**config.mk**
```make
export PLATFORM = sky130hd
export DESIGN_NAME = phase_doubler
export DESIGN_NICKNAME = d
export VERILOG_FILES = /design/src/rtl/phdbl_pkg.sv /design/src/rtl/phdbl_ctrl.sv /design/src/rtl/phdbl_datapath.sv /design/src/rtl/phase_doubler.sv
export SDC_FILE = /design/constraint.sdc
export NUM_CORES = 1
export LEC_CHECK = 0
export ABC_CLOCK_PERIOD_IN_PS = 1640
export BUFFER_PORTS_ARGS = -buffer_cell sky130_fd_sc_hd__buf_4
export CAP_MARGIN = 30
export CORE_UTILIZATION = 25
export DETAILED_ROUTE_END_ITERATION = 6
export PLACE_DENSITY_LB_ADDON = 0.3
export SLEW_MARGIN = 20
export SYNTH_ARGS = -nofsm -noshare
export SYNTH_HDL_FRONTEND = slang
export SYNTH_SLANG_ARGS = --single-unit
```
**constraint.sdc**
```tcl
create_clock -name clk -period 1.64 [get_ports clk]
set_clock_uncertainty 0.1 [all_clocks]
set_input_delay 0.082 -clock clk [delete_from_list [all_inputs] [get_ports clk]]
set_output_delay 0.082 -clock clk [all_outputs]
set_load 0.1 [all_outputs]
```
**src/rtl/phdbl_pkg.sv**
```systemverilog
package phdbl_pkg;

  localparam int SYM_W  = 2;
  localparam int GATE_W = 2;
  localparam int NUM_CH = 2;

  typedef enum logic [SYM_W-1:0] {
    SYM_LOW  = 2'b00,
    SYM_HIGH = 2'b01,
    SYM_TRI  = 2'b10,
    SYM_TRIX = 2'b11
  } sym_e;

  typedef enum logic [GATE_W-1:0] {
    GATE_OFF  = 2'b00,
    GATE_LOW  = 2'b01,
    GATE_HIGH = 2'b10
  } gate_e;

  typedef enum logic [2:0] {
    SEL_OFF,
    SEL_LOW,
    SEL_HIGH,
    SEL_PRI,
    SEL_SEC
  } chanSel_e;

  typedef enum logic [1:0] {
    SEQ_ALT,
    SEQ_TRI,
    SEQ_SINGLE
  } seq_e;

  typedef struct packed {
    chanSel_e selA;
    chanSel_e selB;
  } steerStrobe_t;

  function automatic gate_e symToGate(input logic [SYM_W-1:0] s);
    if (s[1])           return GATE_OFF;
    else if (s == 2'b01) return GATE_HIGH;
    else                return GATE_LOW;
  endfunction

endpackage

```
**src/rtl/phdbl_ctrl.sv**
```systemverilog
module phdbl_ctrl
  import phdbl_pkg::*;
(
  input  logic             clk,
  input  logic             rstN,
  input  logic             modeStrap,
  input  logic [SYM_W-1:0] symPri,
  output steerStrobe_t     strobe,
  output logic             doublerMode
);

  seq_e             seqQ, seqNext;
  logic             steerQ, steerNext;
  logic [SYM_W-1:0] prevQ;
  logic             doublerQ;

  logic priTri, priHigh, priLow, prevHigh, prevLow;

  assign priTri   = symPri[1];
  assign priHigh  = (symPri == 2'b01);
  assign priLow   = (symPri == 2'b00);
  assign prevHigh = (prevQ == 2'b01);
  assign prevLow  = (prevQ == 2'b00);

  always_comb begin
    strobe.selA = SEL_OFF;
    strobe.selB = SEL_OFF;
    seqNext     = seqQ;
    steerNext   = steerQ;
    if (!doublerQ) begin
      strobe.selA = SEL_PRI;
      strobe.selB = SEL_SEC;
    end else if (priTri) begin
      seqNext = SEQ_TRI;
    end else begin
      case (seqQ)
        SEQ_TRI: begin
          strobe.selA = SEL_PRI;
          seqNext     = SEQ_SINGLE;
          steerNext   = 1'b1;
        end
        SEQ_SINGLE: begin
          if (prevLow && priHigh) begin
            seqNext     = SEQ_ALT;
            strobe.selA = steerQ ? SEL_LOW  : SEL_HIGH;
            strobe.selB = steerQ ? SEL_HIGH : SEL_LOW;
          end else begin
            strobe.selA = SEL_PRI;
          end
        end
        default: begin
          if (priHigh) begin
            strobe.selA = steerQ ? SEL_LOW  : SEL_HIGH;
            strobe.selB = steerQ ? SEL_HIGH : SEL_LOW;
          end else begin
            strobe.selA = SEL_LOW;
            strobe.selB = SEL_LOW;
          end
          if (prevHigh && priLow) steerNext = ~steerQ;
        end
      endcase
    end
  end

  always_ff @(posedge clk) begin
    if (!rstN) begin
      seqQ     <= SEQ_ALT;
      steerQ   <= 1'b0;
      prevQ    <= 2'b00;
      doublerQ <= modeStrap;
    end else begin
      seqQ   <= seqNext;
      steerQ <= steerNext;
      prevQ  <= symPri;
    end
  end

  assign doublerMode = doublerQ;

endmodule

```
**src/rtl/phdbl_datapath.sv**
```systemverilog
module phdbl_datapath
  import phdbl_pkg::*;
(
  input  logic              clk,
  input  logic              rstN,
  input  logic [SYM_W-1:0]  symPri,
  input  logic [SYM_W-1:0]  symSec,
  input  steerStrobe_t      strobe,
  output logic [GATE_W-1:0] outA,
  output logic [GATE_W-1:0] outB
);

  gate_e gateQ [NUM_CH];

  for (genvar ch = 0; ch < NUM_CH; ch++) begin : g_chan
    chanSel_e sel;
    gate_e    gateNext;

    assign sel = (ch == 0) ? strobe.selA : strobe.selB;

    always_comb begin
      case (sel)
        SEL_LOW:  gateNext = GATE_LOW;
        SEL_HIGH: gateNext = GATE_HIGH;
        SEL_PRI:  gateNext = symToGate(symPri);
        SEL_SEC:  gateNext = symToGate(symSec);
        default:  gateNext = GATE_OFF;
      endcase
    end

    always_ff @(posedge clk) begin
      if (!rstN) gateQ[ch] <= GATE_OFF;
      else       gateQ[ch] <= gateNext;
    end
  end

  assign outA = gateQ[0];
  assign outB = gateQ[1];

endmodule

```
**src/rtl/phase_doubler.sv**
```systemverilog
module phase_doubler
  import phdbl_pkg::*;
(
  input  logic       clk,
  input  logic       rstN,
  input  logic       modeStrap,
  input  logic [1:0] cmdA,
  input  logic [1:0] cmdB,
  output logic [1:0] outA,
  output logic [1:0] outB
);

  steerStrobe_t strobe;
  logic         doublerMode;

  phdbl_ctrl u_ctrl (
    .clk         (clk),
    .rstN        (rstN),
    .modeStrap   (modeStrap),
    .symPri      (cmdA),
    .strobe      (strobe),
    .doublerMode (doublerMode)
  );

  phdbl_datapath u_dp (
    .clk    (clk),
    .rstN   (rstN),
    .symPri (cmdA),
    .symSec (cmdB),
    .strobe (strobe),
    .outA   (outA),
    .outB   (outB)
  );

endmodule

```
-- Word-level counts from Yosys, hierarchy flattened
Memory sizes are Yosys's and may differ from the RTL's.
Index checks and enable logic that the tools add are counted.
- memories kept: 1
- bits in writable memories: 4
- output and inout bits: 4
- register bits after elaboration: 6
- equal/unequal tests: 14
- reductions and logical operators: 8
- bitwise operators: 5
- multiplexer cells: 24
- memories (name ; words ; width ; rd ports ; clocked after memory_dff ; write ports ; RTL line ; RTL):
    u_dp.gateQ ; 2 ; 2 ; 2 ; 0 ; 2 ; phdbl_datapath.sv:13 ; gate_e gateQ [NUM_CH];
- operators with widths (kind ; number):
    2-bit 2-to-1 mux ; 10
    6-bit 2-to-1 mux ; 3
    2-bit one-hot mux with 4 select lines ; 2
    3-bit by 2-bit == test with 1-bit output (second input constant) ; 4
    3-bit one-hot mux with 2 select lines ; 2
    2-bit by 1-bit == test with 1-bit output (second input constant) ; 4
    3-bit by 1-bit == test with 1-bit output (second input constant) ; 2
    3-bit == test (second input constant) ; 2
    3-bit 2-to-1 mux ; 2
    2-bit zero test ; 2
    2-bit one-hot mux with 2 select lines ; 1
    4-bit AND reduction ; 1
    1-bit 2-to-1 mux ; 3
    3-bit by 2-bit inequality test with 1-bit output (second input constant) ; 1
    1-bit inverter ; 3
    3-bit AND reduction ; 1
    3-bit nonzero test ; 1
    2-bit == test (second input constant) ; 1
    1-bit logical AND ; 2
    1-bit OR ; 2
    1-bit one-hot mux with 2 select lines ; 1
    2-bit nonzero test ; 1

-- Longest topological paths before layout
- depth in word-level cells: 9
- mapped depth: 5
- gate-level depth less buffers: 5

-- By module
Synthesis repeated with hierarchy kept, for this count alone.
- cell total of the unflattened synthesis: 64
- area, all modules: 584.3 sq um
- by module, submodules not included (module ; times used ; cells an instance ; area an instance (sq um)):
    phdbl_ctrl ; 1 ; 45 ; 382.9
    phdbl_datapath ; 1 ; 19 ; 201.4

-- Worst setup path after synthesis
OpenSTA, ideal clock, no wires.
- path kind: register -> register
- start: reg u_ctrl.seqQ[0]
- end: mem u_dp.gateQ[0][1] in the netlist's numbering
- clock period less this slack: 1.437 ns
- arrival: 1.252 ns
- required time: 1.454 ns
- setup slack: 0.203 ns
- stages on the path, launching flop included: 5
- library setup time: 0.086 ns
- path through: dfxtp_1 > inv_1 > ha_1 > a221o_2 > a211oi_1
- RTL lines (item ; RTL line ; RTL):
    start, declared ; phdbl_ctrl.sv:12 ; seq_e seqQ, seqNext;
    start signal, assigned ; phdbl_ctrl.sv:72 ; seqQ <= seqNext;
    end, declared ; phdbl_datapath.sv:13 ;

==> results.ini <==
[logic_synthesis]
synth.distinct_cells=31
yosysSeqAreaShare_pct=37.2
synthCells=62
ys_seq_elements=10
yosysWarnings=0
syn-num-nets=71
syn_avg_cell_area_sq_um=9.12
synth_area_sq_um=566

[sta]
setup_viol=0
fin_crit_ns=1.59
hold_viol_final=0
worst_pin_slew_ns=0.393
rsz0062_at_grt=false
max_freq_mhz=630
tns_ns=0
setup_slack_ns=0.0525
maxSlewViolCount=0
timing.final.crit_share_pct=96.8
max_slew_margin_pct=73.6

[status]
status=completed

[cts]
numCtsBuffers=3
clockBufferDepth=2
clk_pin_slew_ns=0.06
cts-root-buf=clkbuf_4
insertion_delay_ns=0.26
cts_sinks=10
cts_tree=done
h-tree-depth=1

[detailed_routing]
drt-total-wl_um=1350
drt_iter0_drc=17
wl_per_cell_um=12.5
route.detailed.drc=0
ant_nets=0
vias=551
viasPerCell=5.10
firstDrtPassIters=4

[finish]
mostFrequentLayoutCells=11 x buf_4, 9 x dfxtp_1, 7 x inv_1
nets=91
syn_to_final_growth_pct=33.2
diodes=0
final_cell_area_sq_um=753
final_common_cell=buf_4
n_fill_cell=224
layoutNonFillerInstCount=108
drive_gt1_share_pct=25.9

[floorplan]
start_util_pct=27.7
core-area_sq_mm=0.00204
die_x_um=49.6
die_h_um=49.6
rows=16
num_io_pins=11
die_area_sq_mm=0.00246

[worst_setup_path]
cp_max_fo=6
worstSetupStartpointType=flip-flop
critical_path_arrival_ns=1.66
cp-end-kind=flip-flop
path_class=reg -> reg
crit_required_ns=1.72

[global_route]
grt_max_degree=13
antenna_found_initial=0
grtUsageTotal_pct=11.4
grt_pass1_wl_um=2140
grt_pass1_vias=514
grt-ovfl-total=0

[hold_path]
min_path_type=in -> reg

[placement]
dp_cells=97
port-buffer-count=10
place.gp.congestion=0.777
place_ws_ns=0.0682
dp_hpwl_um=943
placed_cell_area_sq_um=649

[power_and_ir_drop]
power_leakage_nw=0.284
ir_drop_mv=0.351
power.density_mw_per_mm2=811

[job]
maxCapViolCount=0

## layer usage
layer  wire (um)  GRT usage [%]  part of all wire [%]  vias to the layer above
met4           0           1.43                     0                        0
li1            -              -                     -                      266
met3          97           5.86                   7.2                        0
met5           0              0                     0                        -
met2         662           19.8                    49                       23
met1         587           12.5                    44                      262
## cells by family after synthesis
group / share of synthesized area [%]
fa+ha+maj: 4.42
compound gates: 23.0
flops: 37.2
buf+inv: 9.07
simple gates: 26.3
## where the power goes
| group | leakage [nW] | total (mW) | switching, mW | internal, mW |
|---|---|---|---|---|
| clock network | 0.0150 | 0.173 | 0.0787 | 0.0938 |
| registers | 0.0836 | 0.274 | 0.0126 | 0.262 |
| logic | 0.185 | 0.164 | 0.0983 | 0.0659 |
| total | 0.284 | 0.611 | 0.190 | 0.421 |
## timing repair
item | in CTS | in global routing
endpoints found under the hold margin | 4 | 0
hold buffers | 6 | 0
setup buffers | 0 | 1
setup endpoints to repair | 0 | 3
resized for setup | 0 | 3
## stage by stage
| step | utilization [%] | total power, mW | hold slack, ns |
|---|---|---|---|
| floorplan | - | 0.389 | 0.0809 |
| global placement | 31.8 | 0.422 | 0.162 |
| detailed placement | 31.8 | 0.424 | 0.161 |
| CTS | 36.0 | 0.612 | 0.00219 |
| global route | 36.9 | 0.648 | 0.0252 |
| finish | 36.9 | 0.611 | 0.0102 |
## cells in the mapped netlist
cell / count / area (sq um)
dfxtp_1: 9 / 180
ha_1: 2 / 25.0
a21boi_0: 1 / 7.51
a31oi_1: 1 / 6.26
nor3b_4: 1 / 18.8
nor2b_1: 1 / 6.26
nor4b_1: 1 / 8.76
o31ai_1: 1 / 7.51
o21a_1: 1 / 7.51
or3_1: 1 / 6.26
buf_6: 1 / 11.3
edfxtp_1: 1 / 30.0
a2111oi_2: 1 / 15.0
nand4bb_1: 1 / 11.3
o2bb2ai_1: 2 / 17.5
o22ai_1: 1 / 6.26
a211oi_1: 1 / 7.51
nand2_1: 5 / 18.8
and4b_2: 1 / 11.3
nand4_1: 1 / 6.26
nor3_1: 2 / 10.0
a21oi_1: 3 / 15.0
and4_1: 1 / 8.76
nor3b_1: 2 / 15.0
a221o_2: 1 / 11.3
clkbuf_8: 1 / 13.8
o21ai_0: 4 / 20.0
nand2b_1: 2 / 12.5
nor2_1: 4 / 15.0
o2111ai_1: 1 / 8.76
inv_1: 7 / 26.3
## final timing paths
path,from,endpoint,slack (ns),cells past startpoint
worst max-delay path,u_ctrl.seqQ[0],u_dp.gateQ[0][1],0.05,5
worst min-delay path,cmdB[1],u_dp.gateQ[1][0],0.01,3
worst max register to register,u_ctrl.seqQ[0],u_dp.gateQ[0][1],0.05,5
worst min register to register,u_ctrl.seqQ[1],u_ctrl.seqQ[1],0.44,2
## sequential cells by signal (all words and copies together) (netlist names)
signal / count
u_ctrl.doublerMode: 1
u_ctrl.prevQ: 2
u_ctrl.seqQ: 2
u_ctrl.steerQ: 1
u_dp.gateQ: 4
## final cells by class
| type | count | area, sq um | area share [%] |
|---|---|---|---|
| Clock buffer | 4 | 26.3 | 3.49 |
| Inverter | 7 | 26.3 | 3.49 |
| Multi-Input combinational cell | 43 | 314 | 41.7 |
| Sequential cell | 10 | 210 | 27.9 |
| Tap cell | 27 | 33.8 | 4.49 |
| Timing Repair Buffer | 17 | 143 | 18.9 |
## critical path, stage by stage (launching register included)
cell and delay (ns):
dfxtp_1 0.36, inv_1 0.07, ha_2 0.38, nor3_2 0.07
a221o_2 0.30, a211oi_1 0.21
(Power assumes the default switching activity.)
